## config.mk

```make
export PLATFORM = sky130hd
export DESIGN_NAME = vaddr_seg_decode
export DESIGN_NICKNAME = d
export VERILOG_FILES = /design/src/rtl/vaddr_seg_decode.sv
export SDC_FILE = /design/constraint.sdc
export NUM_CORES = 1
export LEC_CHECK = 0
export ABC_CLOCK_PERIOD_IN_PS = 1000
export BUFFER_PORTS_ARGS = -buffer_cell sky130_fd_sc_hd__buf_2
export CAP_MARGIN = 15
export CORE_ASPECT_RATIO = 0.7
export CORE_MARGIN = 3
export CORE_UTILIZATION = 35
export CTS_BUF_LIST = sky130_fd_sc_hd__clkbuf_16
export CTS_CLUSTER_SIZE = 30
export DETAILED_ROUTE_END_ITERATION = 10
export GPL_TIMING_DRIVEN = 0
export HOLD_SLACK_MARGIN = 0.12
export PLACE_DENSITY = 0.81
export RECOVER_POWER = 100
export SYNTH_ARGS = -nofsm -noshare
export SYNTH_HDL_FRONTEND = slang
export SYNTH_SLANG_ARGS = --single-unit
```

## constraint.sdc

```tcl
create_clock -name clk -period 1 [get_ports clk]
set_clock_uncertainty 0.1 [all_clocks]
set_input_delay 0.15 -clock clk [delete_from_list [all_inputs] [get_ports clk]]
set_output_delay 0.15 -clock clk [all_outputs]
set_load 0.1 [all_outputs]
```

## src/rtl/vaddr_seg_decode.sv

```systemverilog
module vaddr_seg_decode #(
  parameter int  AW      = 32,
  parameter bit  REG_OUT = 1'b1
) (
  input  logic          clk,
  input  logic          rst_n,
  input  logic [AW-1:0] va,
  input  logic [1:0]    priv_mode,
  input  logic          err_lvl,
  output logic [AW-1:0] pa,
  output logic          perm_rd,
  output logic          perm_wr,
  output logic          tlb_req,
  output logic          addr_fault
);
  localparam int WIN = 3;
  localparam int OFS = AW - WIN;

  logic          is_kern, is_sup;
  logic [AW-1:0] pa_c;
  logic          rw_c, tlb_c, bad_c;

  assign is_kern = (priv_mode == 2'b00);
  assign is_sup  = (priv_mode == 2'b01);

  always_comb begin
    pa_c  = '0;
    rw_c  = 1'b0;
    tlb_c = 1'b0;
    bad_c = 1'b0;
    if (!va[AW-1]) begin
      if (err_lvl) begin
        pa_c = va;
        rw_c = 1'b1;
      end else begin
        tlb_c = 1'b1;
      end
    end else begin
      case (va[AW-2:OFS])
        2'b00, 2'b01: begin
          if (is_kern) begin
            pa_c = {{WIN{1'b0}}, va[OFS-1:0]};
            rw_c = 1'b1;
          end else begin
            bad_c = 1'b1;
          end
        end
        2'b10: begin
          tlb_c = is_kern | is_sup;
          bad_c = ~(is_kern | is_sup);
        end
        default: begin
          tlb_c = is_kern;
          bad_c = ~is_kern;
        end
      endcase
    end
  end

  generate
    if (REG_OUT) begin : g_reg
      always_ff @(posedge clk) begin
        if (!rst_n) begin
          pa         <= '0;
          perm_rd    <= 1'b0;
          perm_wr    <= 1'b0;
          tlb_req    <= 1'b0;
          addr_fault <= 1'b0;
        end else begin
          pa         <= pa_c;
          perm_rd    <= rw_c;
          perm_wr    <= rw_c;
          tlb_req    <= tlb_c;
          addr_fault <= bad_c;
        end
      end
    end else begin : g_comb
      assign pa         = pa_c;
      assign perm_rd    = rw_c;
      assign perm_wr    = rw_c;
      assign tlb_req    = tlb_c;
      assign addr_fault = bad_c;
    end
  endgenerate
endmodule

```

Word-level counts from Yosys, hierarchy flattened
Cells that the tools add are included.
{"block": "classes", "n_mux": 13, "n_reduce_logical": 4, "eq_ne": 3, "bitwise": 3}
{"cell": "$mux W29", "count": 2}
{"cell": "$mux W32", "count": 1}
{"cell": "$mux W31", "count": 1}
{"cell": "$mux W1", "count": 7}
{"cell": "$eq A2 B1 Y1 const B", "count": 2}
{"cell": "$logic_not A2 Y1", "count": 2}
{"cell": "$pmux W1 S2", "count": 2}
{"cell": "$eq A2 B2 Y1 const B", "count": 1}
{"cell": "$not A1 Y1", "count": 2}
{"cell": "$reduce_and A2 Y1", "count": 1}
{"cell": "$reduce_or A2 Y1", "count": 1}
{"cell": "$or A1 B1 Y1", "count": 1}
{"block": "totals", "input_bits": 37, "out_inout_bits": 36, "wordCells": 27, "register_bits": 35}

Logic depth before layout (Yosys ltp)
{"block": "logic_depth", "depth_word": 4, "mapped_depth": 4, "mapped_depth_nobuf": 3}

Worst setup path after synthesis
No wires, ideal clock.
{"block": "synth_timing", "path_kind": "flip-flop to output port", "start": "reg perm_wr", "end": "out perm_wr", "t_required_ns": 0.750, "path_slack_ns": -0.606, "n_path_buf": 1, "arrival_ns": 1.356, "path_stages_with_launch": 2, "cell_sequence": "dfxtp_1 -> buf_4"}
{"item": "start: declaration", "line": "12", "rtl": "output logic perm_wr,"}
{"item": "start signal: assignment", "line": "72", "rtl": "perm_wr <= rw_c;"}
No word-level cell between the ends.

Final worst setup path
{"block": "layout_timing", "start": "reg perm_wr", "end": "out perm_wr"}
No word-level cell between the ends.

==> flow_metrics.env <==
export IMPL_status="finished with violations"
export IMPL_violations="negative setup slack"
export IMPL_rsz0062_at_grt="true"
export IMPL_grt_usage=0.265
export IMPL_finalCritPeriodShare=1.14
export IMPL_min_delay_path_class="input pin to register"
export IMPL_yosysWarnings=0
export IMPL_wl_um=4730
export IMPL_diodes=0
export IMPL_clk_pin_slew_ns=0.05
export IMPL_clockRootBuffer="clkbuf_16"
export IMPL_ys_seq_area_frac=0.669
export IMPL_clock_sinks=34
export IMPL_dr_total_vias=1126
export IMPL_io_buffer_count=71
export IMPL_max_freq_mhz=880
export IMPL_crit_chain="buf_6 -> buf_12"
export IMPL_netlist_area_sq_um=1020
export IMPL_post_cts_buffers=0
export IMPL_p_sw_w=0.00111
export IMPL_fp_row_count=15
export IMPL_fp_dieH_um=51.1
export IMPL_pre_cts_slack_ns=-0.133
export IMPL_synthCells=86
export IMPL_power_density_nw_per_um2=1550
export IMPL_power_clock_fraction=0.379
export IMPL_synth_most_common_cell="dfxtp_1"
export IMPL_synth_avg_cell_area_sq_um=11.8
export IMPL_slew_violations=0
export IMPL_ys_top_cells_by_count="dfxtp_1 (34), and3_1 (29), buf_6 (3), clkbuf_1 (3)"
export IMPL_place_congestion=0.788
export IMPL_start_util=0.390
export IMPL_yosysUniqueCellTypes=18
export IMPL_dpl_hpwl_um=1940
export IMPL_synth_area_leader_cell="dfxtp_1"
export IMPL_drt_iter0_drc=54
export IMPL_crit_required_ns=0.75
export IMPL_irDropWorstVdd_mv=1.30
export IMPL_die_x_um=70.4
export IMPL_cts_tree="yes"
export IMPL_die_area_sq_um=3600
export IMPL_synthTopCellsByArea="dfxtp_1 (67%), and3_1 (18%), buf_6 (3.3%)"
export IMPL_yosys_most_used_dff="dfxtp_1"
export IMPL_p_int_w=0.00268
export IMPL_yosysTopAreaCellShare=0.669
export IMPL_core_sq_um=2610
export IMPL_power_w=0.00379
export IMPL_grt_pass1_wl_um=6870
export IMPL_p_leak_nw=1.20
export IMPL_final_core_util=0.940
export IMPL_hold_depth=3
export IMPL_swShare=0.293
export IMPL_period_needed_ns=1.14
export IMPL_antenna_found_initial=0
export IMPL_nets=235
export IMPL_startpoint_type="register"
export IMPL_overflow=0
export IMPL_synth_edf_count=0
export IMPL_crit_path_end_kind="output port"
export IMPL_finalHoldViolations=0
export IMPL_area_growth_pct=141
export IMPL_setup_ws_ns=-0.137
export IMPL_cts_buffers=5
export IMPL_whs_endpoint="tlb_req"
export IMPL_fin_area_sq_um=2450
export IMPL_cts_buffer_depth=2
export IMPL_wl_per_cell_um=20.3
export IMPL_first_pass_iters=4
export IMPL_ant_nets=0
export IMPL_finalSetupViolations=36
export IMPL_htreeDepth=2
export IMPL_synth_nets=123
export IMPL_cp_slowest_cell="dfxtp_4"
export IMPL_pwr_share_comb=0.237
export IMPL_grt_start_max_net_pins=11
export IMPL_placed_cell_area_sq_um=1470
export IMPL_io_pins=73
export IMPL_synth_seq_cells=34
export IMPL_crit_fanout=2
export IMPL_share_seq_of_total_power=0.384
export IMPL_first_global_vias=1306
export IMPL_min_from="priv_mode[1]"
export IMPL_critical_path_class="register to output port"
export IMPL_slowest_delay_ns=0.34
export IMPL_async_flop_share=0
export IMPL_drv_cap=0
export IMPL_avgViaCountPerCell=4.83
export IMPL_worstPathArrival_ns=0.89
export IMPL_drive_above_1_share=0.603
export IMPL_drc=0
## per-layer routing
layer	vias up	share of wire	wire [um]	GRT usage
met3	25	0.068	324	0.0845
met2	64	0.55	2610	0.534
met4	0	0.054	255	0.156
met1	527	0.33	1540	0.228
met5	-	0	0	0
li1	510	-	-	-
## state kept, by name, summed over array words and instances, names as in the netlist
register and cells:
perm_wr 1, pa 31, tlb_req 1, addr_fault 1
## area by class of cell
class	count	area (sq um)
Multi-Input combinational cell	43	283
Clock inverter	3	12.5
Timing Repair Buffer	105	1210
Inverter	1	3.75
Fill cell	77	156
Sequential cell	34	726
Tap cell	34	42.5
Clock buffer	5	125
Buffer	8	45.0
## through the flow
step	TNS, ns	std cells	hold slack (ns)
6_report	-1.56	233	0.112
5_1_grt	-2.53	233	0.118
4_1_cts	-1.48	231	0.0301
3_5_place_dp	-3.69	191	0.276
3_3_place_gp	-3.57	191	0.273
2_1_floorplan	-0.112	86	0.134
## how the worst max path moves through the flow
| stage | startpoint | to | slack (ns) | cells past startpoint |
|---|---|---|---|---|
| finish | perm_wr | perm_wr | -0.14 | 2 |
| global route | perm_wr | perm_wr | -0.16 | 2 |
| global placement | err_lvl | pa[6] | -0.12 | 5 |
| floorplan | perm_wr | perm_wr | -0.11 | 1 |
| CTS | perm_wr | perm_wr | -0.13 | 2 |
| detailed placement | err_lvl | pa[17] | -0.13 | 5 |
## power groups by stage
stage               Sequential [W]  Combinational [W]  Clock (W)
finish                     0.00146           0.000899    0.00144
global route               0.00146           0.000926    0.00152
CTS                        0.00145           0.000864    0.00143
detailed placement         0.00145           0.000614          0
global placement           0.00145           0.000607          0
floorplan                  0.00181           0.000121          0
## kinds of logic after synthesis
family                 after synthesis  synth area share
AND/OR/NAND/NOR                     39             0.244
flip-flops                          34             0.669
buffers and inverters                9            0.0627
AO/OA/AOI/OAI                        3            0.0209
other                                1           0.00369
## what timing repair did
item	in CTS	in global routing
endpoints found under the setup margin	35	40
pin swaps	0	2
hold endpoints to repair	33	2
gates resized for setup	139	3
hold buffers	32	3
## layout by cell type, fill, tap and decap left out, types with 4 or more instances in the layout
cell type | synthesis | final
clkbuf_1 | 3 | 5
clkbuf_2 | 0 | 4
clkbuf_16 | 0 | 5
buf_2 | 0 | 33
dlygate4sd3_1 | 0 | 32
and3_1 | 29 | 29
dfxtp_2 | 0 | 33
buf_12 | 0 | 34
## critical path: cells and delay by family, from the launching register on
kind                   cells  cell delay, ns
buffers and inverters      2            0.26
DFF                        1            0.34
Power figures use the tool's default switching activity.
